===== src/rtl/eq_state_pkg.sv =====
package eq_state_pkg;

    typedef enum logic [1:0] {
        ST_WAKE  = 2'd0,
        ST_RUN   = 2'd1,
        ST_SLEEP = 2'd2,
        ST_OFF   = 2'd3
    } ctl_state_t;

    localparam logic [1:0] SLP_NEVER = 2'b00;
    localparam logic [1:0] SLP_AUTO  = 2'b01;
    localparam logic [1:0] SLP_FORCE = 2'b10;

    localparam int CODE_W = 5;

endpackage


===== src/rtl/carrier_eval.sv =====
module carrier_eval #(
    parameter int LEN_W  = 9,
    parameter int CODE_W = 5,
    parameter int STEP_M = 10
) (
    input  logic              clk,
    input  logic              rst_n,
    input  logic              energy_ok,
    input  logic [LEN_W-1:0]  cable_len,
    input  logic [CODE_W-1:0] mute_code,
    output logic              cd_lost
);
    logic [31:0] trip_len;
    logic        code_off;
    logic        len_hit;

    always_comb begin
        trip_len = (32'(mute_code) + 32'd1) * 32'(STEP_M);
        code_off = &mute_code;
        len_hit  = !code_off && (32'(cable_len) >= trip_len);
    end

    always_ff @(posedge clk or negedge rst_n) begin
        if (!rst_n) cd_lost <= 1'b1;
        else        cd_lost <= !energy_ok || len_hit;
    end

    AST_NO_ENERGY_LOST: assert property (@(posedge clk) disable iff (!rst_n)
        !energy_ok |=> cd_lost) else $error("no energy without carrier loss");

endmodule


===== src/rtl/dwell_timer.sv =====
module dwell_timer #(
    parameter int LIMIT = 100
) (
    input  logic clk,
    input  logic rst_n,
    input  logic cond,
    input  logic clr,
    output logic done
);
    localparam int CW = $clog2(LIMIT + 1);
    localparam logic [CW-1:0] LAST = CW'(LIMIT - 1);

    logic [CW-1:0] cnt;

    always_ff @(posedge clk or negedge rst_n) begin
        if (!rst_n)               cnt <= '0;
        else if (clr || !cond)    cnt <= '0;
        else if (cnt != LAST)     cnt <= cnt + 1'b1;
    end

    assign done = cond && !clr && (cnt == LAST);

    AST_CNT_BOUND: assert property (@(posedge clk) disable iff (!rst_n)
        cnt <= LAST) else $error("dwell count past limit");

    AST_CNT_RESTART: assert property (@(posedge clk) disable iff (!rst_n)
        !cond |=> cnt == '0) else $error("dwell count not restarted");

endmodule


===== src/rtl/eq_state_ctrl.sv =====
module eq_state_ctrl
    import eq_state_pkg::*;
#(
    parameter int LEN_W     = 9,
    parameter int STEP_M    = 10,
    parameter int DATA_W    = 4,
    parameter int SLEEP_CYC = 19000,
    parameter int WAKE_CYC  = 500000
) (
    input  logic              clk,
    input  logic              rst_n,
    input  logic              energy_ok,
    input  logic [LEN_W-1:0]  cable_len,
    input  logic [4:0]        mute_code,
    input  logic [1:0]        sleep_mode,
    input  logic              mute_req,
    input  logic              bypass_req,
    input  logic              mute_on_nocd,
    input  logic              acq_restart,
    input  logic [DATA_W-1:0] data_in,
    output logic              cd_lost,
    output logic              pwr_down,
    output logic              mute_force,
    output logic              bypass_en,
    output logic              link_ready,
    output logic [DATA_W-1:0] data_out
);
    ctl_state_t state, state_nx;
    logic       auto_on, force_on;
    logic       loss_done, pres_done;
    logic       pres_clr;

    assign auto_on  = (sleep_mode == SLP_AUTO);
    assign force_on = (sleep_mode == SLP_FORCE);
    assign pres_clr = acq_restart || (state == ST_OFF);

    carrier_eval #(.LEN_W(LEN_W), .CODE_W(CODE_W), .STEP_M(STEP_M)) u_cd (
        .clk(clk), .rst_n(rst_n), .energy_ok(energy_ok),
        .cable_len(cable_len), .mute_code(mute_code), .cd_lost(cd_lost)
    );

    dwell_timer #(.LIMIT(SLEEP_CYC)) u_loss (
        .clk(clk), .rst_n(rst_n), .cond(cd_lost), .clr(1'b0), .done(loss_done)
    );

    dwell_timer #(.LIMIT(WAKE_CYC)) u_pres (
        .clk(clk), .rst_n(rst_n), .cond(!cd_lost), .clr(pres_clr), .done(pres_done)
    );

    always_comb begin
        state_nx = state;
        if (force_on) begin
            state_nx = ST_OFF;
        end else if (acq_restart) begin
            state_nx = ST_WAKE;
        end else begin
            unique case (state)
                ST_OFF:   state_nx = ST_WAKE;
                ST_SLEEP: if (!auto_on || !cd_lost) state_nx = ST_WAKE;
                ST_WAKE: begin
                    if (auto_on && loss_done) state_nx = ST_SLEEP;
                    else if (pres_done)       state_nx = ST_RUN;
                end
                ST_RUN:   if (auto_on && loss_done) state_nx = ST_SLEEP;
                default:  state_nx = ST_WAKE;
            endcase
        end
    end

    always_ff @(posedge clk or negedge rst_n) begin
        if (!rst_n) state <= ST_WAKE;
        else        state <= state_nx;
    end

    always_comb begin
        pwr_down   = 1'b0;
        mute_force = 1'b1;
        bypass_en  = 1'b0;
        link_ready = 1'b0;
        unique case (state)
            ST_OFF, ST_SLEEP: pwr_down = 1'b1;
            ST_WAKE: ;
            ST_RUN: begin
                link_ready = 1'b1;
                mute_force = mute_req || (mute_on_nocd && cd_lost);
                bypass_en  = bypass_req && !(mute_req || (mute_on_nocd && cd_lost));
            end
            default: ;
        endcase
        data_out = mute_force ? {DATA_W{1'b1}} : data_in;
    end

    AST_FORCE_OFF: assert property (@(posedge clk) disable iff (!rst_n)
        force_on |=> pwr_down) else $error("forced mode not powered down");

    AST_NEVER_SLEEP: assert property (@(posedge clk) disable iff (!rst_n)
        (sleep_mode == 2'b00 || sleep_mode == 2'b11) |=> !pwr_down)
        else $error("powered down in never-sleep mode");

    AST_MUTE_OVER_BYPASS: assert property (@(posedge clk) disable iff (!rst_n)
        bypass_en |-> !mute_force && !pwr_down) else $error("bypass while muted");

    AST_READY_NEEDS_CARRIER: assert property (@(posedge clk) disable iff (!rst_n)
        $rose(link_ready) |-> $past(!cd_lost)) else $error("ready without carrier");

    AST_RESTART_WAKE: assert property (@(posedge clk) disable iff (!rst_n)
        (acq_restart && !force_on) |=> (!link_ready && !pwr_down))
        else $error("restart did not enter wake");

    AST_MUTED_DATA: assert property (@(posedge clk) disable iff (!rst_n)
        pwr_down |-> data_out == {DATA_W{1'b1}}) else $error("data not held while down");

endmodule


===== config.mk =====
export PLATFORM = sky130hd
export DESIGN_NAME = eq_state_ctrl
export DESIGN_NICKNAME = d
export VERILOG_FILES = /design/src/rtl/eq_state_pkg.sv /design/src/rtl/carrier_eval.sv /design/src/rtl/dwell_timer.sv /design/src/rtl/eq_state_ctrl.sv
export SDC_FILE = /design/constraint.sdc
export NUM_CORES = 1
export LEC_CHECK = 0
export BUFFER_PORTS_ARGS = -buffer_cell sky130_fd_sc_hd__buf_4
export CAP_MARGIN = 20
export CORE_MARGIN = 2
export CORE_UTILIZATION = 52
export CTS_CLUSTER_DIAMETER = 120
export DETAILED_ROUTE_END_ITERATION = 10
export PLACE_DENSITY = 0.76
export SLEW_MARGIN = 20
export SYNTH_ARGS = -nofsm -noshare
export SYNTH_HDL_FRONTEND = slang
export SYNTH_HIERARCHICAL = 1
export SYNTH_SLANG_ARGS = --single-unit
export TNS_END_PERCENT = 50

===== constraint.sdc =====
create_clock -name clk -period 2 [get_ports clk]
set_input_delay 0.1 -clock clk [delete_from_list [all_inputs] [get_ports clk]]
set_output_delay 0.1 -clock clk [all_outputs]
set_load 0.02 [all_outputs]

# Yosys cells after proc, flatten, opt, wreduce, memory -nomap -nowiden
# Cells that the tools add are included.
[totals]
reg_bits = 37
input_bits = 27
out_inout_bits = 9
word_cells = 61
[op_classes]
n_addsub = 3
mul = 1
n_lt_le_gt_ge = 1
n_eq_ne = 13
n_mux = 16
n_reduce_logical = 23
[ops]
columns = ["operator", "n"]
rows = [
  ["19-bit two-way mux", 2],
  ["9-bit by 32-bit >= comparator with 1-bit output", 1],
  ["32-bit by 3-bit multiplier with 31-bit output (second input constant)", 1],
  ["15-bit two-way mux", 2],
  ["19-bit by 1-bit adder with 19-bit output (second input constant)", 1],
  ["19-bit == test (second input constant)", 1],
  ["19-bit inequality test (second input constant)", 1],
  ["15-bit by 1-bit adder with 15-bit output (second input constant)", 1],
  ["15-bit == test (second input constant)", 1],
  ["15-bit inequality test (second input constant)", 1],
  ["2-bit two-way mux", 6],
  ["4-bit inequality test (second input constant)", 2],
  ["2-bit case mux with 4 select lines", 1],
  ["1-bit logical AND", 7],
  ["5-bit by 1-bit adder with 6-bit output (second input constant)", 1],
  ["2-bit == test (second input constant)", 3],
  ["1-bit logical NOT", 6],
  ["1-bit logical OR", 5],
  ["5-bit inequality test (second input constant)", 1],
  ["5-bit AND reduction", 1],
  ["2-bit by 1-bit == test with 1-bit output (second input constant)", 2],
  ["1-bit two-way mux", 4],
  ["4-bit two-way mux", 1],
  ["3-bit AND reduction", 1],
  ["other kinds (4)", 4],
]

# Longest topological paths before layout
[logic_depth]
word_depth = 10
depth_mapped = 13
mapped_depth_nobuf = 13

# Cells and area by module
# Netlist, hierarchy kept.
[by_module_without_submodules]
columns = ["module", "instances", "cells_each", "area_each_um2"]
rows = [
  ["dwell_timer (u_pres)", 1, 119, 1082.3],
  ["dwell_timer (u_loss)", 1, 88, 795.8],
  ["carrier_eval", 1, 55, 486.7],
  ["eq_state_ctrl", 1, 28, 205.2],
]

# Worst setup path after synthesis
# OpenSTA, ideal clock, no wires.
[synth_path]
path_kind = "input to register"
startpoint = "in mute_code[0]"
endpoint = "reg u_cd.cd_lost"
setup_ns = 0.088
arrival_time_ns = 2.775
t_required_ns = 1.912
path_slack_ns = -0.863
stages = 12
path_buffers = 0
path_cell_list = "ha_1 and3_1 ha_1 ha_1 fa_1 inv_1 ha_1 nand4_1 a21oi_1 a211o_1 a2111oi_2 o41ai_1"
[synth_via]
elab_chain_cells = 5
word_cells_on_any_way = 7
[synth_lines]
columns = ["element", "line", "source"]
rows = [
  ["start, declared", "eq_state_ctrl.sv:14", "input logic [4:0] mute_code,"],
  ["5-bit by 1-bit adder with 6-bit output", "carrier_eval.sv:18", "trip_len = (32'(mute_code) + 32'd1) * 32'(STEP_M);"],
  ["32-bit by 3-bit multiplier with 31-bit output", "carrier_eval.sv:18", ""],
  ["9-bit by 32-bit >= comparator with 1-bit output", "carrier_eval.sv:20", "len_hit = !code_off && (32'(cable_len) >= trip_len);"],
  ["1-bit logical AND (*)", "carrier_eval.sv:20", ""],
  ["1-bit logical OR (*)", "carrier_eval.sv:25", "else cd_lost <= !energy_ok || len_hit;"],
  ["end signal, assigned", "carrier_eval.sv:25", ""],
  ["end, declared", "carrier_eval.sv:11", "output logic cd_lost"],
]
# Mark *: on every way between the ends. The rest lies on a longest branch, timed or not.
# A chain may end at the register's enable or synchronous reset.

# Worst setup path in the final report
# Same ends and word-level chain as after synthesis.

==> results.toml <==
[routing]
drt_iter0_markers = 245
wl_per_instance_um = 14.7
dr_total_vias = 2321
detail_route.wirelength_um = 6070
drcViolationCount = 0
firstDrtPassIters = 4
drt-vias-per-instance = 5.61
postRouteAntennaNets = 0

[timing]
setup_ws_ns = -0.462
timing.final.crit_share_pct = 123
rsz_0062_raised_after_global_routing = "yes"
setup_viol = 1
finalHoldViolations = 0
hold_slack_ns = 0.0702
timing.clock.skew_ns = 0.00424
max_clock_freq_ghz = 0.406
finalCriticalPeriod_ns = 2.46
finalMaxSlewViolations = 0

[setup_path]
timing.critical_path.cells = "buf_12, ha_4, and3_4, ha_4, ha_4, fa_1, inv_2, ha_4, nand4_1, a21oi_1, a211o_1, a2111oi_4, o41ai_2"
cp_num_buf_inv = 2
critical_path_rt_ns = 2.21
regToRegStartpoint = "u_loss/cnt[7]"
flop_to_flop_setup_slack_ns = 0.04
r2r-end = "state[0]"
cpMostUsedCell = "ha_4"
worstSetupStartpointType = "input pin"
endpoint_kind = "register"
worstSetupPathType = "in2reg"
critical_path.top_delay_family = "adder cells"
cpPeakStageDelay_ns = 0.49
worst_path_max_delay_cell = "fa_1"
timing.critical_path.arrival_ns = 2.67
worst_r2r_path_cells = 6
path_max_fanout = 4

[clock_tree]
cts_num_sinks = 37
clock_tree.root_cell = "clkbuf_8"
cts_tree = "yes"
clock_latency_ns = 0.29
htree_levels = 2
numCtsBuffers = 5
clkTransAtPathRegs_ns = 0.07
max-clock-path-buffers = 2

[pwr]
power.leakage_nw = 1.44
worst_ir_drop_vdd_mv = 0.337
cellPowerDensity_nw_per_um2 = 546

[outcome]
failing_checks = "setup timing"
outcome = "finished, violations left"

[yosys]
synth.cells.most_frequent = "36 x dfrtp_1, 29 x nor2_1, 26 x nand2_1"
synth_cell_type_count = 53
synthesis.area_per_instance_um2 = 8.86
ys_warn_count = 6
synth_ff_type = "dfrtp_1"
netlist_top_cells_area = "dfrtp_1 35%, ha_1 11%, xnor2_1 5.1%"
synth_edf_count = 0
synth.most_common_cell = "dfrtp_1"
post_synth_inst_count = 290
netlist_area_um2 = 2570
ys_seq_elements = 37
post-synth-top-area-cell = "dfrtp_1"
ys_seq_area_share_pct = 36.1
share_of_synthesized_flip_flops_with_an_asynchronous_set_or_reset_pct = 100
synth_top_area_share_pct = 35.1

[finish]
finish.net_count = 397
layout-area-overhead-vs-synth_pct = 29.3
drive_above_1_share_pct = 25.4
antenna_cells = 0

[die]
fp.dieArea_um2 = 5520
floorplan.die.width_um = 74.3
design.portCount = 36
floorplan.initialDensity_pct = 54.1
coreArea_um2 = 4750
die_h_um = 74.3
row_count = 25

[global_route]
antenna_found_initial = 0
vias_in_the_first_global_route = 2264
grt-ovfl-total = 0
wire_length_of_the_first_global_routing_pass_um = 9740
largest_net_degree_at_the_start_of_global_routing = 38
groute.usage.overall_pct = 22.7

[place]
post-place-ws_ns = -0.765
dp_hpwl_um = 4370
port_buffers = 35
finalWeightedCongestion = 0.871

[job]
maxCapViolations = 0

[min_path]
hold_path_depth = 3
hold_path.class = "in2reg"
hold_end = "state[0]"
source_of_the_worst_hold_timing_path = "sleep_mode[1]"
-- flip-flops by register name (all words and copies together) (netlist names) --
signal,cells
state,2
u_cd/cd_lost,1
u_loss/cnt,15
u_pres/cnt,19
-- cell families after synthesis --
group	synth area share, %
buf+inv	3.51
simple gates	30.0
xor+xnor	7.11
other cells	0.146
mux	0.389
compound gates	11.2
flops	36.1
fa+ha+maj	11.5
-- metrics by stage --
stage | total power, W | setup TNS [ns] | area (um^2) | utilization, % | instances
floorplan | 0.00106 | -0.528 | 2640 | - | 291
global placement | 0.00121 | -0.731 | 3090 | 65.0 | 403
detailed placement | 0.00123 | -0.837 | 3090 | 65.0 | 403
CTS | 0.00177 | -0.411 | 3240 | 68.1 | 413
global route | 0.00192 | -0.550 | 3320 | 69.9 | 414
finish | 0.00181 | -0.462 | 3320 | 69.9 | 414
-- power breakdown --
part | switching, W | leakage, nW | internal [W]
Sequential | 0.0000208 | 0.509 | 0.000767
Combinational | 0.000247 | 0.883 | 0.000248
Clock | 0.000258 | 0.0443 | 0.000274
Total | 0.000526 | 1.44 | 0.00129
-- placed cells by master (no fill, tap or decap), drive strengths merged, types with 8 or more instances in the layout --
master	Yosys	final
o21ai	9	9
nand3	20	20
nor2	29	29
nor3	12	12
ha	22	22
nand2	26	26
buf	3	54
inv	15	15
nand4	10	10
a21oi	11	11
or2	8	8
dfrtp	36	36
xnor2	16	16
-- area by class of cell --
class,instances,area (um^2)
repair buffers,57,452
well taps,67,83.8
multi-input cells,231,1720
clock buffers,7,86.3
flip-flops and latches,37,927
fillers,397,1430
inverters,15,56.3
-- what timing repair did --
| action | in CTS | in global routing |
|---|---|---|
| resized for setup | 8 | 9 |
| hold buffers | 3 | 0 |
| endpoints found under the hold margin | 38 | 0 |
| setup endpoints to repair | 2 | 3 |
| buffers inserted | 0 | 1 |
| pin swaps | 0 | 8 |
-- tightest hold or removal path, cell delays in order --
cell and delay [ns]:
buf_4 0.09, a31oi_1 0.03, a21oi_1 0.09
-- worst max path at each step --
stage | cells past startpoint | slack [ns] | end | start
5_1_grt | 13 | -0.52 | u_cd/cd_lost | mute_code[1]
3_5_place_dp | 13 | -0.76 | u_cd/cd_lost | mute_code[0]
3_3_place_gp | 13 | -0.70 | u_cd/cd_lost | mute_code[0]
6_report | 13 | -0.46 | u_cd/cd_lost | mute_code[0]
2_1_floorplan | 12 | -0.46 | u_cd/cd_lost | mute_code[0]
4_1_cts | 13 | -0.41 | u_cd/cd_lost | mute_code[0]
-- metal layers --
layer | up-vias | share of wire [%] | track usage, %
met2 | 61 | 51 | 37.4
met4 | 0 | 1.8 | 9.52
met3 | 10 | 3.9 | 4.20
met1 | 1098 | 43 | 29.5
li1 | 1152 | - | -
met5 | - | 0 | 0
Power figures use the tool's default switching activity.
